==> config.mk <==
export PLATFORM = sky130hd
export DESIGN_NAME = mb_cfg_reg
export DESIGN_NICKNAME = d
export VERILOG_FILES = /design/src/rtl/mb_cfg_pkg.sv /design/src/rtl/mb_field_decode.sv /design/src/rtl/mb_cfg_lock.sv /design/src/rtl/mb_alert_sts.sv /design/src/rtl/mb_cfg_reg.sv
export SDC_FILE = /design/constraint.sdc
export NUM_CORES = 1
export LEC_CHECK = 0
export BUFFER_PORTS_ARGS = -buffer_cell sky130_fd_sc_hd__buf_2
export CORE_MARGIN = 2
export CORE_UTILIZATION = 40
export DETAILED_ROUTE_END_ITERATION = 10
export PLACE_DENSITY = 0.73
export SKIP_CTS_REPAIR_TIMING = 1
export SLEW_MARGIN = 25
export SYNTH_ARGS = -nofsm -noshare
export SYNTH_HDL_FRONTEND = slang
export SYNTH_HIERARCHICAL = 1
export SYNTH_SLANG_ARGS = --single-unit
==> constraint.sdc <==
create_clock -name clk -period 2.8 [get_ports clk]
set_input_delay 0 -clock clk [delete_from_list [all_inputs] [get_ports clk]]
set_output_delay 0 -clock clk [all_outputs]
set_load 0.02 [all_outputs]
==> src/rtl/mb_cfg_pkg.sv <==
// Shared encodings for the redundant-enable configuration register.
// Assumes 4-bit field codes and an 8-bit permission code.
package mb_cfg_pkg;
    localparam int unsigned FIELD_W_DEF = 4;
    localparam int unsigned PERM_W_DEF  = 8;
    localparam logic [FIELD_W_DEF-1:0] CODE_ON_DEF  = 4'h6;
    localparam logic [FIELD_W_DEF-1:0] CODE_OFF_DEF = 4'h9;
    localparam logic [PERM_W_DEF-1:0]  PERM_ON_DEF  = 8'h96;
endpackage

==> src/rtl/mb_field_decode.sv <==
// Decodes one redundant boolean field into an enable and a fault flag.
// Assumes the permission compare is done once by the caller (perm_ok).
module mb_field_decode #(
    parameter int unsigned          FIELD_W  = 4,
    parameter logic [FIELD_W-1:0]   CODE_ON  = 4'h6,
    parameter logic [FIELD_W-1:0]   CODE_OFF = 4'h9,
    parameter bit                   GATED    = 1'b0
) (
    input  logic [FIELD_W-1:0] field_i,
    input  logic               perm_ok_i,
    output logic               en_o,
    output logic               bad_o
);
    logic is_on;
    logic is_off;

    // Classify the field code and form the enable.
    always_comb begin
        is_on  = (field_i == CODE_ON);
        is_off = (field_i == CODE_OFF);
        bad_o  = !(is_on || is_off);
        if (GATED) begin
            en_o = is_on && perm_ok_i;
        end else begin
            en_o = is_on;
        end
    end
endmodule

==> src/rtl/mb_cfg_lock.sv <==
// One-way lock: resets open (1), a write of 0 closes it until next reset.
// Assumes synchronous active-low reset.
module mb_cfg_lock (
    input  logic clk,
    input  logic rst_n,
    input  logic we_i,
    input  logic wdata_i,
    output logic lock_q
);
    // Hold the lock; only a zero write changes it.
    always_ff @(posedge clk) begin
        if (!rst_n) begin
            lock_q <= 1'b1;
        end else if (we_i && !wdata_i) begin
            lock_q <= 1'b0;
        end
    end
endmodule

==> src/rtl/mb_alert_sts.sv <==
// Sticky fault status with write-zero-to-clear and a rising-bit alert pulse.
// Assumes bad_i is the current fault flag of each field; clear beats set.
module mb_alert_sts #(
    parameter int unsigned N = 3
) (
    input  logic         clk,
    input  logic         rst_n,
    input  logic [N-1:0] bad_i,
    input  logic         we_i,
    input  logic [N-1:0] wdata_i,
    output logic [N-1:0] sts_q,
    output logic         alert_o
);
    logic [N-1:0] sts_d;
    logic [N-1:0] clr;

    // Work out the next status value, one bit per field.
    always_comb begin
        clr = we_i ? ~wdata_i : '0;
    end

    for (genvar i = 0; i < N; i++) begin : g_bit
        // Clear has priority; otherwise a fault sets, else hold.
        always_comb begin
            if (clr[i]) begin
                sts_d[i] = 1'b0;
            end else if (bad_i[i]) begin
                sts_d[i] = 1'b1;
            end else begin
                sts_d[i] = sts_q[i];
            end
        end
    end

    // Register status and the alert for any newly set bit.
    always_ff @(posedge clk) begin
        if (!rst_n) begin
            sts_q   <= '0;
            alert_o <= 1'b0;
        end else begin
            sts_q   <= sts_d;
            alert_o <= |(sts_d & ~sts_q);
        end
    end
endmodule

==> src/rtl/mb_cfg_reg.sv <==
// Top: lockable configuration word of redundant boolean fields, decoded
// enables gated by a permission code, and per-field fault status.
// Assumes field i occupies bits [i*FIELD_W +: FIELD_W].
module mb_cfg_reg #(
    parameter int unsigned                  NUM_FIELDS = 3,
    parameter int unsigned                  FIELD_W    = mb_cfg_pkg::FIELD_W_DEF,
    parameter int unsigned                  PERM_W     = mb_cfg_pkg::PERM_W_DEF,
    parameter logic [FIELD_W-1:0]           CODE_ON    = mb_cfg_pkg::CODE_ON_DEF,
    parameter logic [FIELD_W-1:0]           CODE_OFF   = mb_cfg_pkg::CODE_OFF_DEF,
    parameter logic [PERM_W-1:0]            PERM_ON    = mb_cfg_pkg::PERM_ON_DEF,
    parameter logic [NUM_FIELDS-1:0]        GATE_MASK  = 3'b110,
    localparam int unsigned                 CTRL_W     = NUM_FIELDS * FIELD_W
) (
    input  logic                  clk,
    input  logic                  rst_n,
    input  logic                  ctrl_we,
    input  logic [CTRL_W-1:0]     ctrl_wdata,
    input  logic                  lock_we,
    input  logic                  lock_wdata,
    input  logic                  sts_we,
    input  logic [NUM_FIELDS-1:0] sts_wdata,
    input  logic [PERM_W-1:0]     perm_i,
    output logic [CTRL_W-1:0]     ctrl_q,
    output logic                  lock_q,
    output logic [NUM_FIELDS-1:0] sts_q,
    output logic [NUM_FIELDS-1:0] en_o,
    output logic                  alert_o
);
    localparam logic [CTRL_W-1:0] CTRL_RST = {NUM_FIELDS{CODE_OFF}};

    logic                  perm_ok;
    logic [NUM_FIELDS-1:0] bad;

    // Single compare of the permission code, shared by gated fields.
    always_comb begin
        perm_ok = (perm_i == PERM_ON);
    end

    // Lock bit guarding the configuration word.
    mb_cfg_lock i_lock (
        .clk     (clk),
        .rst_n   (rst_n),
        .we_i    (lock_we),
        .wdata_i (lock_wdata),
        .lock_q  (lock_q)
    );

    // Configuration storage, written only while the lock is open.
    always_ff @(posedge clk) begin
        if (!rst_n) begin
            ctrl_q <= CTRL_RST;
        end else if (ctrl_we && lock_q) begin
            ctrl_q <= ctrl_wdata;
        end
    end

    for (genvar f = 0; f < NUM_FIELDS; f++) begin : g_field
        mb_field_decode #(
            .FIELD_W  (FIELD_W),
            .CODE_ON  (CODE_ON),
            .CODE_OFF (CODE_OFF),
            .GATED    (GATE_MASK[f])
        ) i_dec (
            .field_i   (ctrl_q[f*FIELD_W +: FIELD_W]),
            .perm_ok_i (perm_ok),
            .en_o      (en_o[f]),
            .bad_o     (bad[f])
        );
    end

    // Sticky fault status and alert pulse.
    mb_alert_sts #(
        .N (NUM_FIELDS)
    ) i_sts (
        .clk     (clk),
        .rst_n   (rst_n),
        .bad_i   (bad),
        .we_i    (sts_we),
        .wdata_i (sts_wdata),
        .sts_q   (sts_q),
        .alert_o (alert_o)
    );
endmodule

# Yosys cells after proc, flatten, opt, wreduce, memory -nomap -nowiden
# Cells that the tools add are included.
[word_totals]
regBits = 17
[classes]
eq_ne = 7
muxes = 7
bitwise = 3
n_reduce_logical = 9
[ops]
columns = ["op", "n"]
rows = [
  ["$eq 4x3->1 const B", 3],
  ["$eq 4x4->1 const B", 3],
  ["$eq 8x8->1 const B", 1],
  ["$mux 1", 6],
  ["$not 3->3", 2],
  ["$logic_and 1x1->1", 4],
  ["$and 3x3->3", 1],
  ["$logic_or 1x1->1", 3],
  ["$mux 3", 1],
  ["$reduce_or 3->1", 1],
  ["$logic_not 1->1", 1],
]

# Logic depth before layout (Yosys ltp)
[logic_depth]
word_depth = 6
mapped_depth = 4
mapped_depth_nobuf = 4

# By module
# The synthesis kept the hierarchy.
[modules_own_cells]
columns = ["mod", "instances", "cells_each", "area_each_um2", "seq_area_each_um2"]
rows = [
  ["mb_cfg_reg", 1, 57, 559.3, 240.2],
  ["mb_alert_sts", 1, 15, 155.1, 80.1],
  ["mb_field_decode at g_field[1].i_dec ...", 2, 4, 32.5, 0.0],
  ["mb_cfg_lock", 1, 4, 35.0, 20.0],
  ["mb_field_decode at g_field[0].i_dec", 1, 3, 28.8, 0.0],
]

# Worst setup path after synthesis
# No wires, ideal clock.
[synth_timing]
path_type = "register to register"
from = "register ctrl_q[1]"
to = "register i_sts.alert_o"
setup_time_ns = 0.136
t_arrival_ns = 1.209
required_ns = 2.664
path_slack_ns = 1.455
stages_incl_launch_ff = 5
n_path_buf = 0
period_less_slack_ns = 1.345
path_cell_list = "dfxtp_1 -> and4bb_1 -> nor2_1 -> o221ai_2 -> o221ai_1"
[synth_between]
elab_chain_len = 6
[synth_lines]
columns = ["element", "line", "rtl"]
rows = [
  ["start: declaration", "mb_cfg_reg.sv:23", "output logic [CTRL_W-1:0] ctrl_q,"],
  ["start signal: assignment", "mb_cfg_reg.sv:53", "ctrl_q <= ctrl_wdata;"],
  ["$eq 4x3->1", "mb_field_decode.sv:19", "is_on = (field_i == CODE_ON);"],
  ["via en_o[0]", "mb_cfg_reg.sv:26", "output logic [NUM_FIELDS-1:0] en_o,"],
  ["$logic_or 1x1->1", "mb_field_decode.sv:21", "bad_o = !(is_on || is_off);"],
  ["$mux 1", "mb_alert_sts.sv:27", "end else if (bad_i[i]) begin"],
  ["$mux 1", "mb_alert_sts.sv:25", "if (clr[i]) begin"],
  ["$and 3x3->3", "mb_alert_sts.sv:42", "alert_o <= |(sts_d & ~sts_q);"],
  ["$reduce_or 3->1", "mb_alert_sts.sv:42", ""],
  ["end signal: assignment", "mb_alert_sts.sv:42", ""],
  ["end: declaration", "mb_alert_sts.sv:12", "output logic alert_o"],
]
# The timed path passes the listed nets, and every way through them passes these cells.
# A chain may end at the register's enable or synchronous reset.

# Worst setup path after layout
[layout_timing]
from = "register i_lock.lock_q"
to = "register ctrl_q[4]"
[layout_between]
elab_chain_len = 1
[layout_lines]
columns = ["element", "line", "rtl"]
rows = [
  ["start: declaration", "mb_cfg_lock.sv:8", "output logic lock_q"],
  ["start signal: assignment", "mb_cfg_lock.sv:13", "lock_q <= 1'b1;"],
  ["start signal: assignment", "mb_cfg_lock.sv:15", "lock_q <= 1'b0;"],
  ["$logic_and 1x1->1", "mb_cfg_reg.sv:52", "end else if (ctrl_we && lock_q) begin"],
]
# Every way passes these cells.

==> out/qor.csv <==
metric,value,unit
critical_path.cell_chain,"and2_4, o211ai_2",
peakVddDrop,0.307,mV
fmax,813,MHz
ys_seq_area_frac,0.404,
antenna_found_initial,0,
coreArea,0.00198,mm²
power.total,0.000563,W
cts_tree,yes,
slew_headroom,0.675,
slowest_stage,dfxtp_1,
path_max_fanout,15,
ant_nets,0,
synth_fp_nets,116,
period_share,0.439,
grt_pass1_vias,776,
grtUsageMet3,0.0455,
fill_cells,170,
yosys.cell_types.count,25,
cts-buffers-inserted,3,
root_buffer,clkbuf_4,
start_util,0.426,
slowest_delay,0.64,ns
port_buffers,48,
path_class,reg2reg,
drv_cap,0,
firstDrtPassIters,4,
cp-end-kind,flip-flop,
rsz0062_at_grt,false,
hold_viol,1,
period_minus_slack,1.23,ns
final_cells,176,
status,"finished, violations left",
gr-usage-met2,0.276,
synth_edf_count,0,
fin_skew,0.00253,ns
dp_hpwl,1530,µm
tns,0,ns
crit_required,2.96,ns
syn_area_per_cell,9.69,µm²
vias,906,
dominantRegCellSynth,dfxtp_1,
finalWorstSetupSlack,1.57,ns
mappedNetlistArea,843,µm²
placed_cells,157,
avgViaCountPerCell,5.15,
ioPinCount,49,
drive_gt1_frac,0.436,
htree_levels,1,
die_area,0.00249,mm²
grt.total_usage,0.166,
whs,-0.000687,ns
pre_cts_slack,1.58,ns
grt_pass1_wl,3230,µm
drt_iter0_drc,8,
mostFrequentLayoutCells,"buf_2 (48), dfxtp_1 (17), dlygate4sd3_1 (15)",
rows,16,
final_common_cell,buf_2,
ys_ff_latch,17,
die_y,49.9,µm
ys_async_sr_fraction,0,
finalMaxSlewViolations,0,
busiest_layer,met2,
area.growth.synth_to_final,47.5,%
remaining_drc_errors,0,
clkLatencyLatePin,0.29,ns
violations,hold timing,
dieWidth,49.9,µm
synth_warnings,6,
cp.arrival,1.39,ns
start_kind,flip-flop,
grt_max_degree,24,
nets,179,
hold_class,in2reg,
cts_buffer_depth,2,
cts_sinks,17,
tightest_slew,0.487,ns
clk_pin_slew,0.10,ns
num_antenna_cells,0,
syn_inst,87,
routedWlPerCell,12.7,µm
powerDensity,452,mW/mm²
grt_overflow,0,
p_leak,0.630,nW
drt-total-wl,2230,µm
place.gp.congestion,0.750,
grt_util_met1,0.193,
setup_violations,0,
-- routing by layer --
layer / vias to the layer above / wire [µm] / share of wire
met5: - / 0 / 0
met4: 0 / 54 / 0.024
met3: 4 / 170 / 0.076
met2: 44 / 1150 / 0.52
met1: 414 / 853 / 0.38
li1: 444 / - / -
-- kinds of logic (layout without fill, tap and decap cells) --
family	count (synthesis)	after routing	share of synthesized area
DFF	17	17	0.404
and+or+nand+nor	39	39	0.301
buffers and inverters	14	76	0.101
AOI/OAI and AO/OA	17	17	0.194
-- cell type report --
cell class | instances | area [µm²] | area share
Clock buffer | 3 | 22.5 | 0.0181
Clock inverter | 1 | 5.00 | 0.00402
Inverter | 9 | 33.8 | 0.0272
Multi-Input combinational cell | 56 | 418 | 0.336
Sequential cell | 17 | 340 | 0.274
Tap cell | 27 | 33.8 | 0.0272
Timing Repair Buffer | 63 | 390 | 0.314
-- metrics by stage --
stage | hold slack (ns) | utilization | area (µm²)
4_1_cts | -0.0552 | 0.552 | 1090
2_1_floorplan | 0.0800 | - | 843
5_1_grt | 0.00556 | 0.628 | 1240
3_3_place_gp | 0.243 | 0.538 | 1070
6_report | -0.000687 | 0.628 | 1240
3_5_place_dp | 0.251 | 0.538 | 1070
-- power by group --
part,switching [W],leakage [nW],total [W],internal [W]
Sequential,0.0000181,0.141,0.000281,0.000263
Combinational,0.0000785,0.471,0.000149,0.0000706
Clock,0.0000792,0.0177,0.000132,0.0000530
Total,0.000176,0.630,0.000563,0.000387
-- cells in the mapped netlist (2+ instances only) --
cell type / number / area [µm²]
nand4_1: 6 / 37.5
o21ai_1: 2 / 10.0
nand3_1: 6 / 30.0
nand4bb_1: 2 / 22.5
and2_1: 2 / 12.5
nor4bb_1: 2 / 20.0
nand2_1: 6 / 22.5
inv_1: 9 / 33.8
buf_4: 2 / 15.0
buf_6: 2 / 22.5
dfxtp_1: 17 / 340
o211ai_2: 6 / 75.1
o21ai_0: 2 / 10.0
and4bb_1: 3 / 37.5
nor2_1: 6 / 22.5
o21ai_2: 4 / 35.0
nand2b_1: 2 / 12.5
-- state kept, by name (all words and copies together), names as in the netlist --
register       flops
ctrl_q            12
i_lock/lock_q      1
i_sts/alert_o      1
i_sts/sts_q        3
-- path summary, 6_finish.rpt --
| check | start | endpoint | slack (ns) | cells after the start |
|---|---|---|---|---|
| max | i_lock/lock_q$_SDFFE_PN1P_ | ctrl_q[4]$_SDFFE_PN1P_ | 1.57 | 2 |
| min | lock_we | i_lock/lock_q$_SDFFE_PN1P_ | -0.0007 | 3 |
| max reg2reg | i_lock/lock_q$_SDFFE_PN1P_ | ctrl_q[4]$_SDFFE_PN1P_ | 1.57 | 2 |
| min reg2reg | i_sts/sts_q[2]$_SDFF_PN0_ | i_sts/sts_q[2]$_SDFF_PN0_ | 0.49 | 2 |
-- critical path: cells and delay by family (launching register included) --
| family | cells | cell delay, ns |
|---|---|---|
| compound gates | 1 | 0.09 |
| flops | 1 | 0.64 |
| simple gates | 1 | 0.37 |
Note: power is estimated with default switching activity, not from simulation.
